==> config.mk <==
export PLATFORM = sky130hd
export DESIGN_NAME = pfd_lock_top
export DESIGN_NICKNAME = d
export VERILOG_FILES = /design/src/rtl/pfd_lock_pkg.sv /design/src/rtl/pfd_ctrl.sv /design/src/rtl/pfd_datapath.sv /design/src/rtl/pfd_lock_top.sv
export SDC_FILE = /design/constraint.sdc
export NUM_CORES = 1
export LEC_CHECK = 0
export ABC_CLOCK_PERIOD_IN_PS = 2800
export CAP_MARGIN = 10
export CELL_PAD_IN_SITES_DETAIL_PLACEMENT = 0
export CELL_PAD_IN_SITES_GLOBAL_PLACEMENT = 1
export CORE_UTILIZATION = 40
export DETAILED_ROUTE_END_ITERATION = 8
export GPL_ROUTABILITY_DRIVEN = 0
export GPL_TIMING_DRIVEN = 0
export HOLD_SLACK_MARGIN = 0.1
export PLACE_DENSITY_LB_ADDON = 0.1
export SLEW_MARGIN = 10
export SYNTH_ARGS = -nofsm -noshare
export SYNTH_HDL_FRONTEND = slang
export SYNTH_SLANG_ARGS = --single-unit
export TNS_END_PERCENT = 50
==> constraint.sdc <==
create_clock -name clk -period 2.8 [get_ports clk]
set_input_delay 0.28 -clock clk [delete_from_list [all_inputs] [get_ports clk]]
set_output_delay 0.28 -clock clk [all_outputs]
set_load 0.03 [all_outputs]
==> src/rtl/pfd_lock_pkg.sv <==
package pfd_lock_pkg;
  // Strobes from the edge/flag control into the error datapath.
  typedef struct packed {
    logic run;   // comparator active (not in standby)
    logic busy;  // a drive pulse is pending this cycle
    logic done;  // the closing edge of a comparison is sampled now
  } cmpStrobe_t;
endpackage

==> src/rtl/pfd_ctrl.sv <==
module pfd_ctrl
  import pfd_lock_pkg::*;
(
  input  logic       clk,
  input  logic       rstN,
  input  logic       powerOn,
  input  logic       refIn,
  input  logic       divIn,
  output logic       leadRef,
  output logic       leadDiv,
  output logic       alignReq,
  output cmpStrobe_t st
);
  logic refPrev, divPrev, powerPrev;
  logic refEdge, divEdge;
  logic upNext, dnNext, bothSet;

  assign refEdge = powerOn & refIn & ~refPrev;
  assign divEdge = powerOn & divIn & ~divPrev;
  assign upNext  = leadRef | refEdge;
  assign dnNext  = leadDiv | divEdge;
  assign bothSet = upNext & dnNext;

  always_ff @(posedge clk or negedge rstN) begin
    if (!rstN) begin
      refPrev   <= 1'b0;
      divPrev   <= 1'b0;
      powerPrev <= 1'b0;
      alignReq  <= 1'b0;
      leadRef   <= 1'b0;
      leadDiv   <= 1'b0;
    end else begin
      refPrev   <= refIn;
      divPrev   <= divIn;
      powerPrev <= powerOn;
      alignReq  <= powerOn & ~powerPrev;
      if (!powerOn) begin
        leadRef <= 1'b0;
        leadDiv <= 1'b0;
      end else begin
        // each edge sets its own flag; two set flags clear each other
        leadRef <= upNext & ~bothSet;
        leadDiv <= dnNext & ~bothSet;
      end
    end
  end

  always_comb begin
    st.run  = powerOn;
    st.busy = leadRef | leadDiv;
    st.done = powerOn & bothSet;
  end
endmodule

==> src/rtl/pfd_datapath.sv <==
module pfd_datapath
  import pfd_lock_pkg::*;
#(
  parameter int WINDOW    = 12,
  parameter int GOOD_RUNS = 3
) (
  input  logic       clk,
  input  logic       rstN,
  input  cmpStrobe_t st,
  output logic       lockReg
);
  localparam int CNT_W  = $clog2(WINDOW + 1);
  localparam int GOOD_W = $clog2(GOOD_RUNS + 1);
  localparam logic [CNT_W:0]    WIN_L  = (CNT_W + 1)'(WINDOW);
  localparam logic [CNT_W-1:0]  WIN_S  = CNT_W'(WINDOW);
  localparam logic [GOOD_W:0]   GOOD_L = (GOOD_W + 1)'(GOOD_RUNS);

  logic [CNT_W-1:0]  errCnt;
  logic [CNT_W:0]    errSum;
  logic [GOOD_W-1:0] goodCnt;
  logic [GOOD_W:0]   goodSum;
  logic              overWin;

  assign errSum  = {1'b0, errCnt} + (CNT_W + 1)'(st.busy);
  assign overWin = (errSum >= WIN_L);
  assign goodSum = {1'b0, goodCnt} + (GOOD_W + 1)'(1);

  always_ff @(posedge clk or negedge rstN) begin
    if (!rstN) begin
      errCnt  <= '0;
      goodCnt <= '0;
      lockReg <= 1'b0;
    end else if (!st.run) begin
      errCnt  <= '0;
      goodCnt <= '0;
      lockReg <= 1'b0;
    end else if (st.done) begin
      errCnt <= '0;
      if (overWin) begin
        goodCnt <= '0;
        lockReg <= 1'b0;
      end else begin
        if (goodSum <= GOOD_L) goodCnt <= goodSum[GOOD_W-1:0];
        if (goodSum >= GOOD_L) lockReg <= 1'b1;
      end
    end else if (st.busy) begin
      if (overWin) begin
        errCnt  <= WIN_S;
        goodCnt <= '0;
        lockReg <= 1'b0;
      end else begin
        errCnt <= errSum[CNT_W-1:0];
      end
    end else begin
      errCnt <= '0;
    end
  end
endmodule

==> src/rtl/pfd_lock_top.sv <==
module pfd_lock_top
  import pfd_lock_pkg::*;
#(
  parameter int WINDOW    = 12,
  parameter int GOOD_RUNS = 3
) (
  input  logic clk,
  input  logic rstN,
  input  logic powerOn,
  input  logic polarity,
  input  logic refIn,
  input  logic divIn,
  output logic driveUp,
  output logic driveDown,
  output logic locked,
  output logic alignReq
);
  cmpStrobe_t ctrlSt;
  logic leadRef, leadDiv, lockReg, cmpDone;

  pfd_ctrl u_ctrl (
    .clk      (clk),
    .rstN     (rstN),
    .powerOn  (powerOn),
    .refIn    (refIn),
    .divIn    (divIn),
    .leadRef  (leadRef),
    .leadDiv  (leadDiv),
    .alignReq (alignReq),
    .st       (ctrlSt)
  );

  pfd_datapath #(.WINDOW(WINDOW), .GOOD_RUNS(GOOD_RUNS)) u_data (
    .clk     (clk),
    .rstN    (rstN),
    .st      (ctrlSt),
    .lockReg (lockReg)
  );

  assign cmpDone   = ctrlSt.done;
  assign driveUp   = powerOn & (polarity ? leadRef : leadDiv);
  assign driveDown = powerOn & (polarity ? leadDiv : leadRef);
  assign locked    = ~powerOn | lockReg;
endmodule

======== After elaboration in Yosys (flattened, before gate mapping) ========
Index checks and enable logic that the tools add are counted.
word-level totals
  register bits ........................... 13
  output and inout bits ................... 4
cells by class
  add/sub/neg operators ................... 2
  magnitude comparators ................... 3
  equality and inequality tests ........... 4
  multiplexer cells ....................... 20
  bitwise logic cells ..................... 20
  reductions and logical operators ........ 2
operators with widths
  kind                 number
  $mux 4               4
  $mux 2               6
  $ne 3x1->1 const B   4
  $and 1x1->1          11
  $mux 1               10
  $reduce_and 3->1     2
  $add 4x1->5          1
  $ge 5x4->1 const B   1
  $not 1->1            5
  $or 1x1->1           4
  $add 2x1->3 const B  1
  $ge 3x2->1 const B   1
  $le 3x2->1 const B   1

======== Depth between registers and ports, before layout ========
  word-level depth ........................ 7
  depth in mapped cells ................... 7

======== Cells and area by module ========
A second synthesis with hierarchy kept.
unflattened totals
  cell total of the unflattened synthesis .. 71
  area, all modules ....................... 698.2 um2
modules (own cells, without submodules)
  module        times used  cells each  area an instance (um2)  sequential area each (um2)
  pfd_datapath  1           48          427.9                   175.2
  pfd_ctrl      1           18          231.5                   150.1
  pfd_lock_top  1           5           38.8                    0.0

======== Worst setup path after synthesis ========
Ideal clock, no wire load.
  kind .................................... reg2reg
  from .................................... reg u_ctrl.leadRef
  to ...................................... reg u_data.lockReg
  library setup time ...................... 0.137 ns
  arrival time ............................ 2.031 ns
  required time ........................... 2.663 ns
  setup slack ............................. 0.632 ns
  cell stages (with the launch flop) ...... 8
  path buffers ............................ 0
  path through ............................ dfrtp_1 -> or2_2 -> ha_1 -> ha_1 -> nor4bb_4 -> nor2_1 -> a211oi_2 -> o32ai_1
between the ends
  word-level cells in the longest chain between the ends .. 6
  elaborated cells between the ends (all ways) .. 13
  classes of those cells .................. 1 x add/sub; 1 x order compare; 3 x eq/ne; 3 x mux; 4 x bitwise; 1 x reduce/logical
ends and longest elaborated chain
  element                 line                source
  start, declared         pfd_ctrl.sv:9       output logic leadRef,
  start signal, assigned  pfd_ctrl.sv:42      leadRef <= upNext & ~bothSet;
  $or 1x1->1              pfd_ctrl.sv:50      st.busy = leadRef | leadDiv;
  $add 4x1->5             pfd_datapath.sv:24  assign errSum = {1'b0, errCnt} + (CNT_W + 1)'(st.busy);
  $ge 5x4->1              pfd_datapath.sv:25  assign overWin = (errSum >= WIN_L);
  $mux 1                  pfd_datapath.sv:39  if (overWin) begin
  $mux 1                  pfd_datapath.sv:37  end else if (st.done) begin
  $mux 1                  pfd_datapath.sv:33  end else if (!st.run) begin
  end signal, assigned    pfd_datapath.sv:32  lockReg <= 1'b0;
  end signal, assigned    pfd_datapath.sv:36  lockReg <= 1'b0;
  end signal, assigned    pfd_datapath.sv:41  lockReg <= 1'b0;
  end, declared           pfd_datapath.sv:10  output logic lockReg
Parallel ways exist; a longest one is shown, timed or not.
A chain may end at the register's enable or synchronous reset.

======== Worst setup path after layout ========
Same ends and word-level chain as after synthesis.

==> metrics.md <==
| Metric | Value |
|---|---|
| Core area | 1580 µm² |
| Worst-Skew Late Latency | 0.27 ns |
| Cell area after synthesis | 706 µm² |
| P_int | 0.279 mW |
| Pwr Density | 451 nW/µm² |
| Clk root buf | clkbuf_4 |
| Worst setup path class | flop to flop |
| Setup TNS | 0 ns |
| Slew headroom | 0.599 |
| Congestion Overflow GR | 0 |
| Most frequent cell after synthesis | dfrtp_1 |
| Final Cycle Share | 0.843 |
| Via-per-instance ratio | 5.70 |
| Netlist cell types | 29 |
| Syn-to-layout area delta | 19.3% |
| Hpwl dp | 947 µm |
| TritonCTS Buffers | 3 |
| Max-Cap Viols | 0 |
| CP Data Arrival Time | 2.51 ns |
| Slew @ Worst Pin | 0.600 ns |
| Max-slew violation count | 0 |
| GRT Total Usage | 0.173 |
| Sw frac | 0.266 |
| Die ar. | 1940 µm² |
| CTS tree | yes |
| Std-Cell Rows | 14 |
| Nets | 89 |
| Fmax achieved | 424 MHz |
| Resized cells post-CTS | 0 |
| Startpoint types | flop |
| Part of the Yosys area used for sequential elements | 0.461 |
| Wirelength per Cell | 13.7 µm |
| Clk network pwr share | 0.304 |
| RSZ-0062 raised after global routing | false |
| Yosys top cell by area | dfrtp_1 |
| Worst-path clk slew | 0.08 ns |
| Post-Synthesis Mean Instance Area | 10.9 µm² |
| P_leak | 0.366 nW |
| EDFF count, synth | 0 |
| H-tree levels | 1 |
| Final setup viols | 0 |
| Seq pwr share | 0.539 |
| Pin count of the biggest net entering global routing | 14 |
| Routed Antenna Nets | 0 |
| CTS Hold Bufs | 0 |
| Placed insts | 90 |
| Mapped Nets | 75 |
| Fin. Hold Viols | 0 |
| Num Clock Sinks | 13 |
| Fill cells | 149 |
| Vias after detailed routing | 536 |
| Routed wire length | 1280 µm |
| DRC violations left | 0 |
| Hold/Removal Path Class | input port to asynchronous set/reset pin |
| Pre-Repair DR Iteration Count | 6 |
| R2R setup slack | 0.44 ns |
| Status | completed |
| Area share of the largest cell type after synthesis | 0.461 |
| Gate count of the mapped netlist | 65 |
| Initial antenna violation count | 0 |
| Die span in x | 44 µm |
| Final cell count without fillers | 94 |
| Critical path capture point type | flop |
| First-pass GRT wire length | 2360 µm |
| Commonest cells post-synth | dfrtp_1 (13), nor2_1 (8), ha_1 (4), nand2_1 (4) |
| Crit-path max FO | 6 |
| Worst VDD drop | 0.330 mV |
| Share of layout cells above drive strength 1 | 0.141 |
| Synth area leaders | dfrtp_1 (46%), ha_1 (7.1%), nor2_1 (4.3%), a221oi_4 (3.7%), nor4bb_4 (3.5%) |
| Effective utilization at floorplan | 0.448 |
| Switch Pwr | 0.101 mW |
| Post-route setup slack | 0.441 ns |
| Ant. Diodes | 0 |
| Most common flop cell mapped by yosys | dfrtp_1 |
| Vias in the first global route | 528 |
| Iteration-0 DRC Markers | 6 |
| I/O pins | 10 |
| PortBufs | 9 |
| Setup WS pre-CTS | 0.410 ns |
| Post-CTS Setup Inserts | 0 |
| Minimum clock period | 2.36 ns |
| Comb power frac | 0.157 |
| Number of synthesized register bits | 13 |
| FF/Latch Area | 325 µm² |
| Ys Warns | 0 |
| Async set-reset flop share out of synthesis | 1.00 |
| Area of the multi-input gates | 369 µm² |
| Chip height | 44 µm |
| CTS max path bufs | 2 |
| Clock skew | 0.000650 ns |
| CP required | 2.95 ns |
## path summary, 6_finish.rpt
check | endpoint | depth (start not counted) | from
max | u_data.lockReg$_DFFE_PN0P_ | 7 | u_ctrl.leadRef$_DFF_PN0_
min | u_ctrl.divPrev$_DFF_PN0_ | 1 | rstN
max reg2reg | u_data.lockReg$_DFFE_PN0P_ | 7 | u_ctrl.leadRef$_DFF_PN0_
min reg2reg | u_ctrl.alignReq$_DFF_PN0_ | 1 | u_ctrl.powerPrev$_DFF_PN0_
max in group asynchronous | u_data.errCnt[1]$_DFF_PN0_ | 1 | rstN
min in group clk | u_ctrl.alignReq$_DFF_PN0_ | 1 | u_ctrl.powerPrev$_DFF_PN0_
## critical path, cell delays in order, from the launching register on
cell and delay (ns):
dfrtp_1 0.43, or2_2 0.35, ha_1 0.25, ha_1 0.29, nor4bb_4 0.39, nor2_1 0.09
a211oi_2 0.31, o32ai_1 0.14
## layout by cell type, fill, tap and decap left out
cell	Yosys	layout
nor4bb_4	1	1
nor3_1	3	3
o21ai_0	1	1
a221oi_4	1	1
nor3b_1	1	1
clkbuf_1	0	1
and2_2	2	2
mux2i_1	2	2
inv_1	3	3
o22ai_1	2	2
clkdlybuf4s50_1	0	9
o32ai_1	1	1
and2_1	1	1
ha_1	4	4
a31oi_1	1	1
clkbuf_4	0	3
nand3_1	1	1
dfrtp_1	13	13
nand4bb_1	1	1
nor2_1	8	8
a211oi_1	1	1
and3_2	2	2
a21oi_1	2	2
a211oi_2	1	1
nor4_1	1	1
nor2b_1	2	2
nand2_1	4	4
o211a_1	1	1
or2_2	1	1
o31ai_1	2	2
o211ai_1	1	1
o21a_1	1	1
## routing by layer
| metal | vias up | share of wire | global-route usage |
|---|---|---|---|
| met1 | 261 | 0.51 | 0.213 |
| met3 | 2 | 0.040 | 0.0875 |
| li1 | 264 | - | - |
| met2 | 9 | 0.44 | 0.253 |
| met4 | 0 | 0.010 | 0.0727 |
| met5 | - | 0 | 0 |
## state kept, by name, indices dropped and copies added, names as in the netlist
signal	flops
u_ctrl.divPrev	1
u_ctrl.leadDiv	1
u_data.errCnt	4
u_ctrl.refPrev	1
u_ctrl.alignReq	1
u_data.lockReg	1
u_ctrl.leadRef	1
u_data.goodCnt	2
u_ctrl.powerPrev	1
## logic make-up after synthesis
family	Yosys count	share of synthesized area
multiplexers	2	0.0284
flip-flops	13	0.461
AND/OR/NAND/NOR	28	0.241
buffers and inverters	3	0.0160
adder cells (fa/ha/maj)	4	0.0709
AO/OA/AOI/OAI	15	0.183
## power by group through the flow
| stage | logic (mW) | registers [mW] | clock network, mW |
|---|---|---|---|
| after detailed placement | 0.0603 | 0.208 | 0 |
| after global routing | 0.0673 | 0.206 | 0.130 |
| after floorplan | 0.0343 | 0.208 | 0 |
| after CTS | 0.0608 | 0.205 | 0.123 |
| after global placement | 0.0598 | 0.208 | 0 |
| final | 0.0598 | 0.205 | 0.116 |
## per-stage QoR
| step | util | total power, mW | hold WS, ns | instance area, µm² |
|---|---|---|---|---|
| floorplan | - | 0.242 | -0.0156 | 706 |
| global placement | 0.517 | 0.268 | 0.376 | 816 |
| detailed placement | 0.517 | 0.269 | 0.390 | 816 |
| CTS | 0.534 | 0.388 | 0.394 | 842 |
| global route | 0.534 | 0.403 | 0.411 | 842 |
| finish | 0.534 | 0.380 | 0.381 | 842 |
## layout make-up
cell class,count,share of cell area
sequential,13,0.386
multi-input combinational,49,0.438
clock buffer,4,0.0312
tap,16,0.0238
inverter,3,0.0134
timing repair buffer,9,0.107
Note: power is estimated with default switching activity, not from simulation.
